--- src/rtl/rvc_expander.sv ---
module rvc_expander (
  input  logic        clk,
  input  logic        rst_n,
  input  logic        in_valid,
  input  logic [31:0] in_instr,
  output logic        out_valid,
  output logic [31:0] out_instr,
  output logic        out_illegal
);
  localparam logic [6:0] OP_LOAD  = 7'b0000011;
  localparam logic [6:0] OP_STORE = 7'b0100011;
  localparam logic [6:0] OP_IMM   = 7'b0010011;
  localparam logic [6:0] OP_REG   = 7'b0110011;
  localparam logic [6:0] OP_JAL   = 7'b1101111;
  localparam logic [6:0] OP_BR    = 7'b1100011;

  logic [15:0] c;
  logic [1:0]  quad;
  logic [2:0]  f3;
  logic [4:0]  rd, rs2, rdp, rs1p;
  logic [11:0] wimm, ciimm, sp16, lwsp_off, swsp_off;
  logic [20:0] jimm;
  logic [12:0] bimm;
  logic [31:0] exp_w;
  logic        bad;

  assign c        = in_instr[15:0];
  assign quad     = c[1:0];
  assign f3       = c[15:13];
  assign rd       = c[11:7];
  assign rs2      = c[6:2];
  assign rdp      = {2'b01, c[4:2]};
  assign rs1p     = {2'b01, c[9:7]};
  assign wimm     = {5'b0, c[5], c[12:10], c[6], 2'b00};
  assign ciimm    = {{6{c[12]}}, c[12], c[6:2]};
  assign sp16     = {{2{c[12]}}, c[12], c[4:3], c[5], c[2], c[6], 4'b0000};
  assign lwsp_off = {4'b0, c[3:2], c[12], c[6:4], 2'b00};
  assign swsp_off = {4'b0, c[8:7], c[12:9], 2'b00};
  assign jimm     = {{9{c[12]}}, c[12], c[8], c[10:9], c[6], c[7], c[2], c[11], c[5:3], 1'b0};
  assign bimm     = {{4{c[12]}}, c[12], c[6:5], c[2], c[11:10], c[4:3], 1'b0};

  always_comb begin
    exp_w = 32'h0;
    bad   = 1'b0;
    case (quad)
      2'b00: case (f3)
        3'b010:  exp_w = {wimm, rs1p, 3'b010, rdp, OP_LOAD};
        3'b110:  exp_w = {wimm[11:5], rdp, rs1p, 3'b010, wimm[4:0], OP_STORE};
        default: bad = 1'b1;
      endcase
      2'b01: case (f3)
        3'b000:  exp_w = {ciimm, rd, 3'b000, rd, OP_IMM};
        3'b001:  exp_w = {jimm[20], jimm[10:1], jimm[11], jimm[19:12], 5'd1, OP_JAL};
        3'b010:  exp_w = {ciimm, 5'd0, 3'b000, rd, OP_IMM};
        3'b011: begin
          if (rd == 5'd2 && sp16 != 12'd0)
            exp_w = {sp16, 5'd2, 3'b000, 5'd2, OP_IMM};
          else
            bad = 1'b1;
        end
        3'b101:  exp_w = {jimm[20], jimm[10:1], jimm[11], jimm[19:12], 5'd0, OP_JAL};
        3'b110, 3'b111:
          exp_w = {bimm[12], bimm[10:5], 5'd0, rs1p, 2'b00, f3[0], bimm[4:1], bimm[11], OP_BR};
        default: bad = 1'b1;
      endcase
      2'b10: case (f3)
        3'b010:  exp_w = {lwsp_off, 5'd2, 3'b010, rd, OP_LOAD};
        3'b110:  exp_w = {swsp_off[11:5], rs2, 5'd2, 3'b010, swsp_off[4:0], OP_STORE};
        3'b100: begin
          if (!c[12] && rd != 5'd0 && rs2 != 5'd0)
            exp_w = {7'b0, rs2, 5'd0, 3'b000, rd, OP_REG};
          else if (c[12] && rs2 != 5'd0)
            exp_w = {7'b0, rs2, rd, 3'b000, rd, OP_REG};
          else
            bad = 1'b1;
        end
        default: bad = 1'b1;
      endcase
      default: exp_w = in_instr;
    endcase
    if (bad) exp_w = 32'h0;
  end

  always_ff @(posedge clk) begin
    if (!rst_n) begin
      out_valid   <= 1'b0;
      out_instr   <= 32'h0;
      out_illegal <= 1'b0;
    end else begin
      out_valid <= in_valid;
      if (in_valid) begin
        out_instr   <= exp_w;
        out_illegal <= bad;
      end
    end
  end

  AST_VALID_FOLLOWS: assert property (@(posedge clk) disable iff (!rst_n)
    in_valid |=> out_valid);
  AST_PASS_THROUGH: assert property (@(posedge clk) disable iff (!rst_n)
    (in_valid && in_instr[1:0] == 2'b11) |=> (out_instr == $past(in_instr) && !out_illegal));
  AST_ZERO_WORD_ILLEGAL: assert property (@(posedge clk) disable iff (!rst_n)
    (in_valid && in_instr[15:0] == 16'h0) |=> out_illegal);
  AST_ILLEGAL_CLEARS: assert property (@(posedge clk) disable iff (!rst_n)
    out_illegal |-> out_instr == 32'h0);
  AST_LEGAL_IS_WIDE: assert property (@(posedge clk) disable iff (!rst_n)
    (out_valid && !out_illegal) |-> out_instr[1:0] == 2'b11);
  AST_MOVE_ZERO: assert property (@(posedge clk) disable iff (!rst_n)
    (in_valid && in_instr[1:0] == 2'b10 && in_instr[15:12] == 4'b1000 &&
     (in_instr[11:7] == 5'd0 || in_instr[6:2] == 5'd0)) |=> out_illegal);
  AST_SP_ZERO_IMM: assert property (@(posedge clk) disable iff (!rst_n)
    (in_valid && in_instr[1:0] == 2'b01 && in_instr[15:13] == 3'b011 &&
     in_instr[12] == 1'b0 && in_instr[6:2] == 5'd0) |=> out_illegal);
endmodule

--- config.mk ---
export PLATFORM = sky130hd
export DESIGN_NAME = rvc_expander
export DESIGN_NICKNAME = d
export VERILOG_FILES = /design/src/rtl/rvc_expander.sv
export SDC_FILE = /design/constraint.sdc
export NUM_CORES = 1
export LEC_CHECK = 0
export BUFFER_PORTS_ARGS = -buffer_cell sky130_fd_sc_hd__buf_4
export CORE_MARGIN = 1
export CORE_UTILIZATION = 35
export CTS_BUF_LIST = sky130_fd_sc_hd__clkbuf_8
export CTS_CLUSTER_SIZE = 25
export DETAILED_ROUTE_END_ITERATION = 8
export SYNTH_ARGS = -nofsm -noshare
export SYNTH_HDL_FRONTEND = slang
export SYNTH_SLANG_ARGS = --single-unit
--- constraint.sdc ---
create_clock -name clk -period 2.1 [get_ports clk]
set_input_delay 0.42 -clock clk [delete_from_list [all_inputs] [get_ports clk]]
set_output_delay 0.42 -clock clk [all_outputs]
set_load 0.05 [all_outputs]
==> impl_metrics.yaml <==
routing:
  wirelength_um: 9660
  drtIter0Drc: 292
  wl_per_cell_um: 19.2
  drtAntennaViolNets: 0
  vias: 2920
  dr_wl_met3_um: 795
  dr_wl_met2_um: 4350
  vias_per_cell: 5.81
  wl_met1_um: 4330
  firstDrtPassIters: 9
  routed.top_layer: "met4"
  drc: 7
sta:
  finClkSkew_ns: 0
  rsz0062_at_grt: "false"
  hold_violations: 0
  whs_ns: 0.377
  worst_slew_pin_slew_ns: 0.405
  drv_slew: 0
  max_clock_freq_mhz: 497
  min_period_over_period_pct: 95.8
  relSlewSlack_pct: 72.9
  setup_tns_ns: 0
  fin_crit_ns: 2.01
  setup_viol: 0
setup_path:
  cp-end-kind: "flop"
  worst_r2r_path_depth: 4
  crit_type: "in2reg"
  max_stage_delay_ns: 0.60
  cp.required_ns: 2.27
  regToRegStartpoint: "out_instr[9]"
  r2r_slack_ns: 1.11
  crit_path_max_fanout: 5
  crit_chain: "buf_4 > or4_1 > buf_4 > o211ai_2 > buf_4 > nand2b_1 > a31oi_1 > o31ai_1"
  worst-path-buf-inv: 3
  cp_common_cell: "buf_4"
  worst_path_dominant_cell_family: "simple AND/OR/NAND/NOR gates"
  start_kind: "input pin"
  r2r-end: "out_instr[9]"
  crit_arrival_ns: 2.18
  worst_path_max_delay_cell: "or4_1"
synthesis:
  synth-seq-cells: 34
  ys.flop_type: "dfxtp_1"
  yosysSeqAreaShare_pct: 28.4
  ys_async_sr_fraction_pct: 0
  yosysUniqueCellTypes: 56
  synthCells: 328
  synth_edf_count: 0
  syn_nets: 363
  mappedNetlistArea_um2: 2400
  avgSynthCellArea_um2: 7.32
  yosysWarnings: 0
place:
  portBuffers: 68
  placed_cells: 495
  hpwl_um: 7450
  gp_congestion: 0.981
clocking:
  cts_made_buffers: 5
  clk_latency_ns: 0.28
  cts_sinks: 34
  cts_buffer_depth: 2
  htree_levels: 2
  clock-root-buffer: "clkbuf_8"
  postCtsHoldBufs: 0
  cts_setup_buffers: 0
  cts_tree: "built"
  clk_pin_slew_ns: 0.07
  cts-resized-gates: 0
hold_path:
  hold_path.startpoint: "in_valid"
  hold_path.class: "in2reg"
  min_path_cells: 2
  hold_end: "out_instr[24]"
grt:
  grt_pass1_vias: 2678
  grt_max_degree: 27
  grt_pass1_wl_um: 15300
  grt_usage_pct: 27.7
  grt_antenna_before_repair: 0
  grt_overflow: 0
floorplan:
  dieArea_um2: 7190
  start_util_pct: 36.9
  fp.dieH_um: 84.8
  io_pins: 69
  die_w_um: 84.8
  fp-row-count: 29
  coreArea_um2: 6490
cells_and_area:
  fillCellCount: 677
  final_util_pct: 52.1
  instances_no_fill: 503
  n_antenna_cell: 0
  fin_nets: 460
  syn_to_final_growth_pct: 41.0
  multi_input_area_um2: 1560
  final_common_cell: "buf_4"
  layout-drive-gt1-share_pct: 34.7
  final_cell_mix: "117 x buf_4, 49 x nand2_1, 34 x dfxtp_1, 25 x o21ai_0, 22 x nor2_1"
  regArea_um2: 681
power_and_ir_drop:
  finalPower_uw: 1820
  power_density_nw_per_um2: 538
  ir_drop_v: 0.000232
  p_leak_uw: 0.00147
status:
  violations: "DRC"
  status: "complete, but fails checks"
run:
  cap_violations: 0
## cell usage after synthesis (6+ instances only)
cell,instances,area share (%)
o31ai_1,13,4.1
nor2b_1,7,1.8
a22oi_1,9,2.8
nand3_1,6,1.3
nand2_1,49,7.7
inv_1,9,1.4
o21ai_2,10,3.6
nor2_1,22,3.4
dfxtp_1,34,28
o21ai_0,25,5.2
a21o_1,6,1.9
clkbuf_1,20,3.1
nor3_1,8,1.7
a31oi_1,6,1.6
nand2b_1,9,2.3
a21oi_1,19,4.0
## how the worst max path moves through the flow
| stage | start | to | slack (ns) | depth (start not counted) |
|---|---|---|---|---|
| final | in_instr[2] | out_instr[26] | 0.09 | 8 |
| after global routing | in_instr[2] | out_instr[26] | 0.008 | 8 |
| after CTS | in_instr[2] | out_instr[26] | 0.13 | 8 |
| after detailed placement | in_instr[2] | out_instr[26] | -0.16 | 8 |
| after global placement | in_instr[2] | out_instr[26] | -0.14 | 8 |
| after floorplan | in_instr[2] | out_instr[16] | 0.08 | 7 |
## logic make-up after synthesis
group	synth area share (%)
muxes	1.30
and+or+nand+nor	26.2
DFF	28.4
buffers and inverters	6.93
AOI/OAI and AO/OA	37.2
## layer usage
layer	up-vias	GRT usage [%]
li1	1398	-
met1	1367	39.2
met2	138	42.8
met3	17	4.33
met4	0	8.94
met5	-	0
## stage by stage
step                      setup slack [ns]  cell area (um2)
final                               0.0872             3380
after detailed placement            -0.158             3290
after CTS                            0.134             3380
after floorplan                     0.0824             2400
after global placement              -0.144             3290
after global routing               0.00817             3380
## registers in the layout, summed over array words and instances (netlist names)
register	flops
out_instr	32
out_valid	1
out_illegal	1
## where the power goes
group	total (uW)	switching, uW	leakage (uW)	internal, uW
Sequential	687	14.1	0.000277	673
Combinational	605	371	0.00115	234
Clock	530	266	0.0000472	264
Total	1820	651	0.00147	1170
## layout make-up
cell class | count | area share, %
Clock buffer | 6 | 2.44
Clock inverter | 2 | 0.370
Inverter | 10 | 1.11
Multi-Input combinational cell | 255 | 46.0
Sequential cell | 34 | 20.1
Tap cell | 77 | 2.85
Timing Repair Buffer | 119 | 27.1
(Power assumes the default switching activity.)
